==> src/rtl/irq_pkg.sv <==
package irq_pkg;
  typedef enum logic [1:0] {
    SRC_RST = 2'd0,
    SRC_NMI = 2'd1,
    SRC_SW  = 2'd2,
    SRC_HW  = 2'd3
  } src_e;

  localparam int unsigned VEC_RST     = 0;
  localparam int unsigned VEC_NMI     = 1;
  localparam int unsigned VEC_HW_BASE = 2;
endpackage

==> src/rtl/irq_fall_det.sv <==
module irq_fall_det (
  input  logic clk_i,
  input  logic rst_ni,
  input  logic pin_ni,
  output logic fire_o
);
  logic sync1_q, sync2_q, hist1_q, hist2_q;

  always_ff @(posedge clk_i or negedge rst_ni) begin
    if (!rst_ni) begin
      sync1_q <= 1'b1;
      sync2_q <= 1'b1;
      hist1_q <= 1'b1;
      hist2_q <= 1'b1;
    end else begin
      sync1_q <= pin_ni;
      sync2_q <= sync1_q;
      hist1_q <= sync2_q;
      hist2_q <= hist1_q;
    end
  end

  // high sample, then two lows in a row
  assign fire_o = hist2_q & ~hist1_q & ~sync2_q;

  a_r3_one_fire: assert property (@(posedge clk_i) disable iff (!rst_ni)
    fire_o |=> !fire_o);
endmodule

==> src/rtl/irq_arbiter.sv <==
module irq_arbiter
  import irq_pkg::*;
#(
  parameter int unsigned N_HW  = 8,
  parameter int unsigned IDX_W = (N_HW > 1) ? $clog2(N_HW) : 1
) (
  input  logic             clk_i,
  input  logic             rst_ni,
  input  logic             en_i,
  input  logic             rst_pend_i,
  input  logic             nmi_pend_i,
  input  logic             sw_pend_i,
  input  logic [N_HW-1:0]  hw_pend_i,
  input  logic [N_HW-1:0]  mask_i,
  input  logic             gie_i,
  output logic             grant_o,
  output src_e             kind_o,
  output logic [IDX_W-1:0] idx_o
);
  logic [N_HW-1:0] hw_elig;
  logic            hw_hit;

  always_comb begin
    hw_elig = hw_pend_i & mask_i & {N_HW{gie_i}};
    hw_hit  = 1'b0;
    idx_o   = '0;
    for (int i = N_HW - 1; i >= 0; i--) begin
      if (hw_elig[i]) begin
        hw_hit = 1'b1;
        idx_o  = IDX_W'(i);
      end
    end
  end

  always_comb begin
    kind_o  = SRC_HW;
    grant_o = 1'b0;
    if (rst_pend_i) begin
      kind_o  = SRC_RST;
      grant_o = en_i;
    end else if (nmi_pend_i) begin
      kind_o  = SRC_NMI;
      grant_o = en_i;
    end else if (sw_pend_i) begin
      kind_o  = SRC_SW;
      grant_o = en_i;
    end else if (hw_hit) begin
      kind_o  = SRC_HW;
      grant_o = en_i;
    end
  end

  // a maskable grant needs a pending, unmasked source and global enable
  a_r6_mask_gate: assert property (@(posedge clk_i) disable iff (!rst_ni)
    (grant_o && kind_o == SRC_HW) |-> (gie_i && mask_i[idx_o] && hw_pend_i[idx_o]));

  // no hardware grant while a nonmaskable source is pending
  a_r5_nm_first: assert property (@(posedge clk_i) disable iff (!rst_ni)
    (grant_o && (rst_pend_i || nmi_pend_i || sw_pend_i)) |-> kind_o != SRC_HW);
endmodule

==> src/rtl/irq_ctrl.sv <==
module irq_ctrl
  import irq_pkg::*;
#(
  parameter int unsigned N_EXT = 4,
  parameter int unsigned N_INT = 4,
  parameter int unsigned VEC_W = 6
) (
  input  logic                   clk_i,
  input  logic                   rst_ni,
  input  logic                   rst_irq_ni,
  input  logic                   nmi_ni,
  input  logic [N_EXT-1:0]       ext_irq_ni,
  input  logic [N_INT-1:0]       periph_irq_i,
  input  logic                   sw_req_i,
  input  logic [VEC_W-1:0]       sw_vec_i,
  input  logic                   mask_we_i,
  input  logic [N_EXT+N_INT-1:0] mask_i,
  input  logic                   gie_we_i,
  input  logic                   gie_i,
  input  logic                   irq_ack_i,
  output logic                   irq_req_o,
  output logic [VEC_W-1:0]       irq_vec_o,
  output logic                   gie_o
);
  localparam int unsigned N_HW   = N_EXT + N_INT;
  localparam int unsigned IDX_W  = (N_HW > 1) ? $clog2(N_HW) : 1;
  localparam int unsigned N_PINS = N_EXT + 2;
  localparam int unsigned P_RST  = N_EXT;
  localparam int unsigned P_NMI  = N_EXT + 1;

  logic [N_PINS-1:0] pins_n, fire;
  assign pins_n = {nmi_ni, rst_irq_ni, ext_irq_ni};

  for (genvar p = 0; p < N_PINS; p++) begin : g_pin
    irq_fall_det u_det (
      .clk_i  (clk_i),
      .rst_ni (rst_ni),
      .pin_ni (pins_n[p]),
      .fire_o (fire[p])
    );
  end

  logic [N_HW-1:0]  hw_pend_q, mask_q, hw_set, hw_clr;
  logic             rst_pend_q, nmi_pend_q, sw_pend_q, gie_q;
  logic [VEC_W-1:0] sw_vec_q, vec_q, vec_d;
  logic             req_q, take;
  src_e             sel_kind_q, win_kind;
  logic [IDX_W-1:0] sel_idx_q, win_idx;
  logic             grant;

  assign hw_set = {periph_irq_i, fire[N_EXT-1:0]};
  assign take   = req_q & irq_ack_i;
  assign hw_clr = (take && sel_kind_q == SRC_HW) ? (N_HW'(1) << sel_idx_q) : '0;

  logic clr_rst, clr_nmi, clr_sw;
  assign clr_rst = take && sel_kind_q == SRC_RST;
  assign clr_nmi = take && sel_kind_q == SRC_NMI;
  assign clr_sw  = take && sel_kind_q == SRC_SW;

  always_ff @(posedge clk_i or negedge rst_ni) begin
    if (!rst_ni) begin
      hw_pend_q  <= '0;
      rst_pend_q <= 1'b0;
      nmi_pend_q <= 1'b0;
    end else begin
      hw_pend_q  <= (hw_pend_q & ~hw_clr) | hw_set;
      rst_pend_q <= (rst_pend_q & ~clr_rst) | fire[P_RST];
      nmi_pend_q <= (nmi_pend_q & ~clr_nmi) | fire[P_NMI];
    end
  end

  // software pending: a new request is taken when free or being cleared
  always_ff @(posedge clk_i or negedge rst_ni) begin
    if (!rst_ni) begin
      sw_pend_q <= 1'b0;
      sw_vec_q  <= '0;
    end else if (sw_req_i && (!sw_pend_q || clr_sw)) begin
      sw_pend_q <= 1'b1;
      sw_vec_q  <= sw_vec_i;
    end else if (clr_sw) begin
      sw_pend_q <= 1'b0;
    end
  end

  always_ff @(posedge clk_i or negedge rst_ni) begin
    if (!rst_ni) begin
      mask_q <= '0;
      gie_q  <= 1'b0;
    end else begin
      if (mask_we_i) mask_q <= mask_i;
      if (take && sel_kind_q == SRC_HW) gie_q <= 1'b0;
      else if (gie_we_i)                gie_q <= gie_i;
    end
  end

  irq_arbiter #(.N_HW(N_HW), .IDX_W(IDX_W)) u_arb (
    .clk_i      (clk_i),
    .rst_ni     (rst_ni),
    .en_i       (!req_q),
    .rst_pend_i (rst_pend_q),
    .nmi_pend_i (nmi_pend_q),
    .sw_pend_i  (sw_pend_q),
    .hw_pend_i  (hw_pend_q),
    .mask_i     (mask_q),
    .gie_i      (gie_q),
    .grant_o    (grant),
    .kind_o     (win_kind),
    .idx_o      (win_idx)
  );

  always_comb begin
    unique case (win_kind)
      SRC_RST: vec_d = VEC_W'(VEC_RST);
      SRC_NMI: vec_d = VEC_W'(VEC_NMI);
      SRC_SW:  vec_d = sw_vec_q;
      default: vec_d = VEC_W'(VEC_HW_BASE) + VEC_W'(win_idx);
    endcase
  end

  always_ff @(posedge clk_i or negedge rst_ni) begin
    if (!rst_ni) begin
      req_q      <= 1'b0;
      vec_q      <= '0;
      sel_kind_q <= SRC_RST;
      sel_idx_q  <= '0;
    end else if (take) begin
      req_q <= 1'b0;
    end else if (!req_q && grant) begin
      req_q      <= 1'b1;
      vec_q      <= vec_d;
      sel_kind_q <= win_kind;
      sel_idx_q  <= win_idx;
    end
  end

  assign irq_req_o = req_q;
  assign irq_vec_o = vec_q;
  assign gie_o     = gie_q;

  a_r9_hold_vec: assert property (@(posedge clk_i) disable iff (!rst_ni)
    (irq_req_o && !irq_ack_i) |=> (irq_req_o && $stable(irq_vec_o)));

  a_r10_drop: assert property (@(posedge clk_i) disable iff (!rst_ni)
    (irq_req_o && irq_ack_i) |=> !irq_req_o);

  a_r10_gie_clr: assert property (@(posedge clk_i) disable iff (!rst_ni)
    (irq_req_o && irq_ack_i && sel_kind_q == SRC_HW) |=> !gie_o);

  a_r6_gie_needed: assert property (@(posedge clk_i) disable iff (!rst_ni)
    ($rose(irq_req_o) && sel_kind_q == SRC_HW) |-> $past(gie_q));
endmodule

==> config.mk <==
export PLATFORM = sky130hd
export DESIGN_NAME = irq_ctrl
export DESIGN_NICKNAME = d
export VERILOG_FILES = /design/src/rtl/irq_pkg.sv /design/src/rtl/irq_fall_det.sv /design/src/rtl/irq_arbiter.sv /design/src/rtl/irq_ctrl.sv
export SDC_FILE = /design/constraint.sdc
export NUM_CORES = 1
export LEC_CHECK = 0
export ABC_AREA = 1
export CAP_MARGIN = 5
export CORE_AREA = 3 3 108 110
export CTS_BUF_LIST = sky130_fd_sc_hd__clkbuf_8
export CTS_CLUSTER_SIZE = 14
export DETAILED_ROUTE_END_ITERATION = 16
export DIE_AREA = 0 0 111 113
export PLACE_DENSITY = 0.37
export SYNTH_ARGS = -nofsm -noshare
export SYNTH_HDL_FRONTEND = slang
export SYNTH_HIERARCHICAL = 1
export SYNTH_SLANG_ARGS = --single-unit
==> constraint.sdc <==
create_clock -name clk_i -period 4.1 [get_ports clk_i]
set_clock_uncertainty 0.1 [all_clocks]
set_input_delay 0.615 -clock clk_i [delete_from_list [all_inputs] [get_ports clk_i]]
set_output_delay 0.615 -clock clk_i [all_outputs]
set_load 0.03 [all_outputs]
==> run_results.csv <==
group,metric,value,unit
clocking,cts_tree,"done",
clocking,root_buffer,"clkbuf_8",
grt,grt_use_met1,10.28,%
sta,finalWorstSetupSlack,1.749,ns
logic_synthesis,yosys-top-cells-count,"nand2_1 (63), dfrtp_1 (38), inv_1 (30), nand3_1 (27), dfstp_2 (24)",
floorplan,rows,38,
power_and_ir_drop,p_per_area,574.6,nW/um2
placed_design,dp_slack,1.975,ns
critical_path,crit_required,3.38,ns
placed_design,dp_cells,416,
sta,slew_violations,0,
route,viasPerCell,3.940,
route,wl_per_cell,11.42,um
logic_synthesis,syn_area,2466,um2
logic_synthesis,synth-main-ff-cell,"dfrtp_1",
logic_synthesis,ys_types,23,
clocking,clock_latency,0.34,ns
run_status,status,"finished clean",
placed_design,hpwl,3583,um
grt,overflow,0,
final_layout,nets,319,
sta,worst_pin_slew,0.9209,ns
critical_path,worst_path_max_delay_cell,"clkdlybuf4s50_1",
clocking,cts_sinks,62,
route,drt_iter0_drc,22,
logic_synthesis,syn_avg_cell_area,10.28,um2
sta,whs,0.2566,ns
power_and_ir_drop,ir_worst_vdd,202.7,uV
critical_path,crit_buf_inv,1,
placed_design,place.port_buffers,38,
logic_synthesis,synthArstFlopShare,100.0,%
route,ant_nets,0,
logic_synthesis,yosysMostFrequentCell,"nand2_1",
final_layout,final_cells,432,
grt,grt_pass1_wl,8493,um
placed_design,place.gp.congestion,0.7377,
critical_path,path_cells,"clkdlybuf4s50_1",
final_layout,nFillCells,1148,
clocking,htreeDepth,3,
logic_synthesis,synth_edf_count,0,
route,routed-via-count,1702,
clocking,clk_pin_slew,0.07,ns
logic_synthesis,yosysTopAreaCell,"dfrtp_1",
critical_path,worstPathMaxFanout,10,
clocking,cts_buffers,9,
power_and_ir_drop,power.total,1.840,mW
logic_synthesis,synth_cells,240,
grt,grt_use_total,8.688,%
power_and_ir_drop,power.leakage,1.416,nW
min_path,worstHoldStart,"g_pin[2].u_det/sync1_q$_DFF_PN1_",
sta,period_needed,2.351,ns
logic_synthesis,ys_ff_latch,62,
logic_synthesis,yosysWarningCount,6,
sta,fin_crit_sh,57.35,%
critical_path,cp-startpoint,"gie_o$_DFFE_PN0P_",
critical_path,cpLargestDelayFamily,"buffers and inverters",
sta,finalHoldViolations,0,
min_path,min_path_type,"reg -> reg",
sta,setup_tns,0,ns
sta,slew_headroom,38.60,%
critical_path,cp-end-kind,"output pin",
floorplan,die_w,111,um
sta,fmax,425.3,MHz
clocking,cts_setup_buffers,0,
floorplan,start_util,22.85,%
sta,finalSetupViolCount,0,
critical_path,critPathKind,"reg -> out",
final_layout,drive_gt1_share,22.60,%
final_layout,area_growth,29.88,%
logic_synthesis,synth.area.top_cells,"dfrtp_1 (39%), dfstp_2 (26%), nand2_1 (9.6%)",
route,drt_wl_total,4935,um
grt,grt_use_met3,3.690,%
clocking,holdBufCountCts,0,
logic_synthesis,synth_top_area_share,38.56,%
grt,top_usage_layer,"met2",
critical_path,crit_path_start_kind,"flop",
critical_path,worstReg2RegStart,"gie_o$_DFFE_PN0P_",
grt,grt_pass1_vias,1783,
clocking,clock_path_buffers,2,
floorplan,core,10790,um2
route,post-route-drc-count,0,
clocking,cts_resized,0,
run,drv_cap,0,
floorplan,die_h,113,um
grt,grt_max_degree,43,
grt,met2_usage,13.79,%
floorplan,die_area,12540,um2
route,drt_first_pass_iters,4,
critical_path,critical_path_arrival,1.64,ns
logic_synthesis,seq_area_frac_synth,64.13,%
grt,antenna_found_initial,0,
logic_synthesis,synth.net_count,272,
critical_path,max_stage_delay,0.75,ns
sta,rsz0062_at_grt,"false",
final_layout,antennaDiodeCount,0,
floorplan,pin_count,39,
worst register-to-register path: cells and delay by family (launching register included):
family                 cells  cell delay, ns
AO/OA/AOI/OAI              1            0.19
buffers and inverters      1            0.06
flip-flops                 1            0.56
AND/OR/NAND/NOR            8            1.02
where the power goes:
part	internal (mW)	switching, mW	leakage [nW]
Combinational	0.174	0.294	0.616
Clock	0.301	0.248	0.107
Sequential	0.737	0.0865	0.692
Total	1.21	0.629	1.42
state kept, by name (all words and copies together) (netlist names):
signal,flops
g_pin.u_det/hist1_q,6
g_pin.u_det/hist2_q,6
g_pin.u_det/sync1_q,6
g_pin.u_det/sync2_q,6
gie_o,1
hw_pend_q,8
irq_req_o,1
irq_vec_o,6
mask_q,8
nmi_pend_q,1
rst_pend_q,1
sel_idx_q,3
sel_kind_q,2
sw_pend_q,1
sw_vec_q,6
kinds of logic (layout without fill, tap and decap cells):
logic type / Yosys count / after routing / share of synthesized area (%)
flip-flops: 62 / 62 / 64.13
adder cells (fa/ha/maj): 1 / 1 / 0.5073
AO/OA/AOI/OAI: 23 / 23 / 4.871
buffers and inverters: 35 / 87 / 6.189
multiplexers: 8 / 8 / 3.653
AND/OR/NAND/NOR: 111 / 111 / 20.65
layout make-up:
| class | count | area, um2 | area share (%) |
|---|---|---|---|
| Clock inverter | 6 | 68.82 | 2.148 |
| Timing Repair Buffer | 39 | 382.9 | 11.95 |
| Sequential cell | 62 | 1582 | 49.38 |
| Clock buffer | 10 | 137.6 | 4.297 |
| Inverter | 32 | 125.1 | 3.906 |
| Multi-Input combinational cell | 143 | 732.0 | 22.85 |
| Tap cell | 140 | 175.2 | 5.469 |
metal layers:
| metal | vias to the layer above | share of wire (%) |
|---|---|---|
| li1 | 857 | - |
| met3 | 9 | 4.4 |
| met1 | 806 | 46 |
| met5 | - | 0 |
| met4 | 0 | 2.0 |
| met2 | 30 | 47 |
through the flow:
step | utilization (%) | area, um2
after floorplan | - | 2466
after detailed placement | 27.76 | 2997
after global placement | 27.76 | 2997
after global routing | 29.68 | 3203
after CTS | 29.68 | 3203
final | 29.68 | 3203
cells in the final DEF, fill, tap and decap left out:
master / n
a21oi_1: 2
a21oi_2: 1
a31oi_1: 1
buf_2: 1
buf_4: 1
bufinv_16: 1
clkbuf_8: 10
clkdlybuf4s50_1: 37
clkinv_4: 4
dfrtp_1: 38
dfstp_2: 24
ha_1: 1
inv_1: 30
inv_2: 1
inv_4: 2
mux2_2: 8
nand2_1: 63
nand2_2: 1
nand2_4: 2
nand3_1: 27
nand4_1: 1
nor2_1: 7
nor2_2: 8
nor3_2: 1
nor3_4: 1
o21ai_0: 18
o21ai_1: 1
path summary, 6_finish.rpt:
check	end	slack (ns)	cells after the start
worst max-delay path	gie_o	1.75	1
worst min-delay path	g_pin[2].u_det/sync2_q$_DFF_PN1_	0.26	0
worst max register to register	irq_vec_o[1]$_DFFE_PN0P_	2.11	10
worst min register to register	g_pin[2].u_det/sync2_q$_DFF_PN1_	0.26	0
max in group asynchronous	g_pin[5].u_det/hist1_q$_DFF_PN1_	2.70	2
min in group asynchronous	irq_vec_o[0]$_DFFE_PN0P_	0.31	1
No activity file was read; power rests on OpenSTA's default activity.
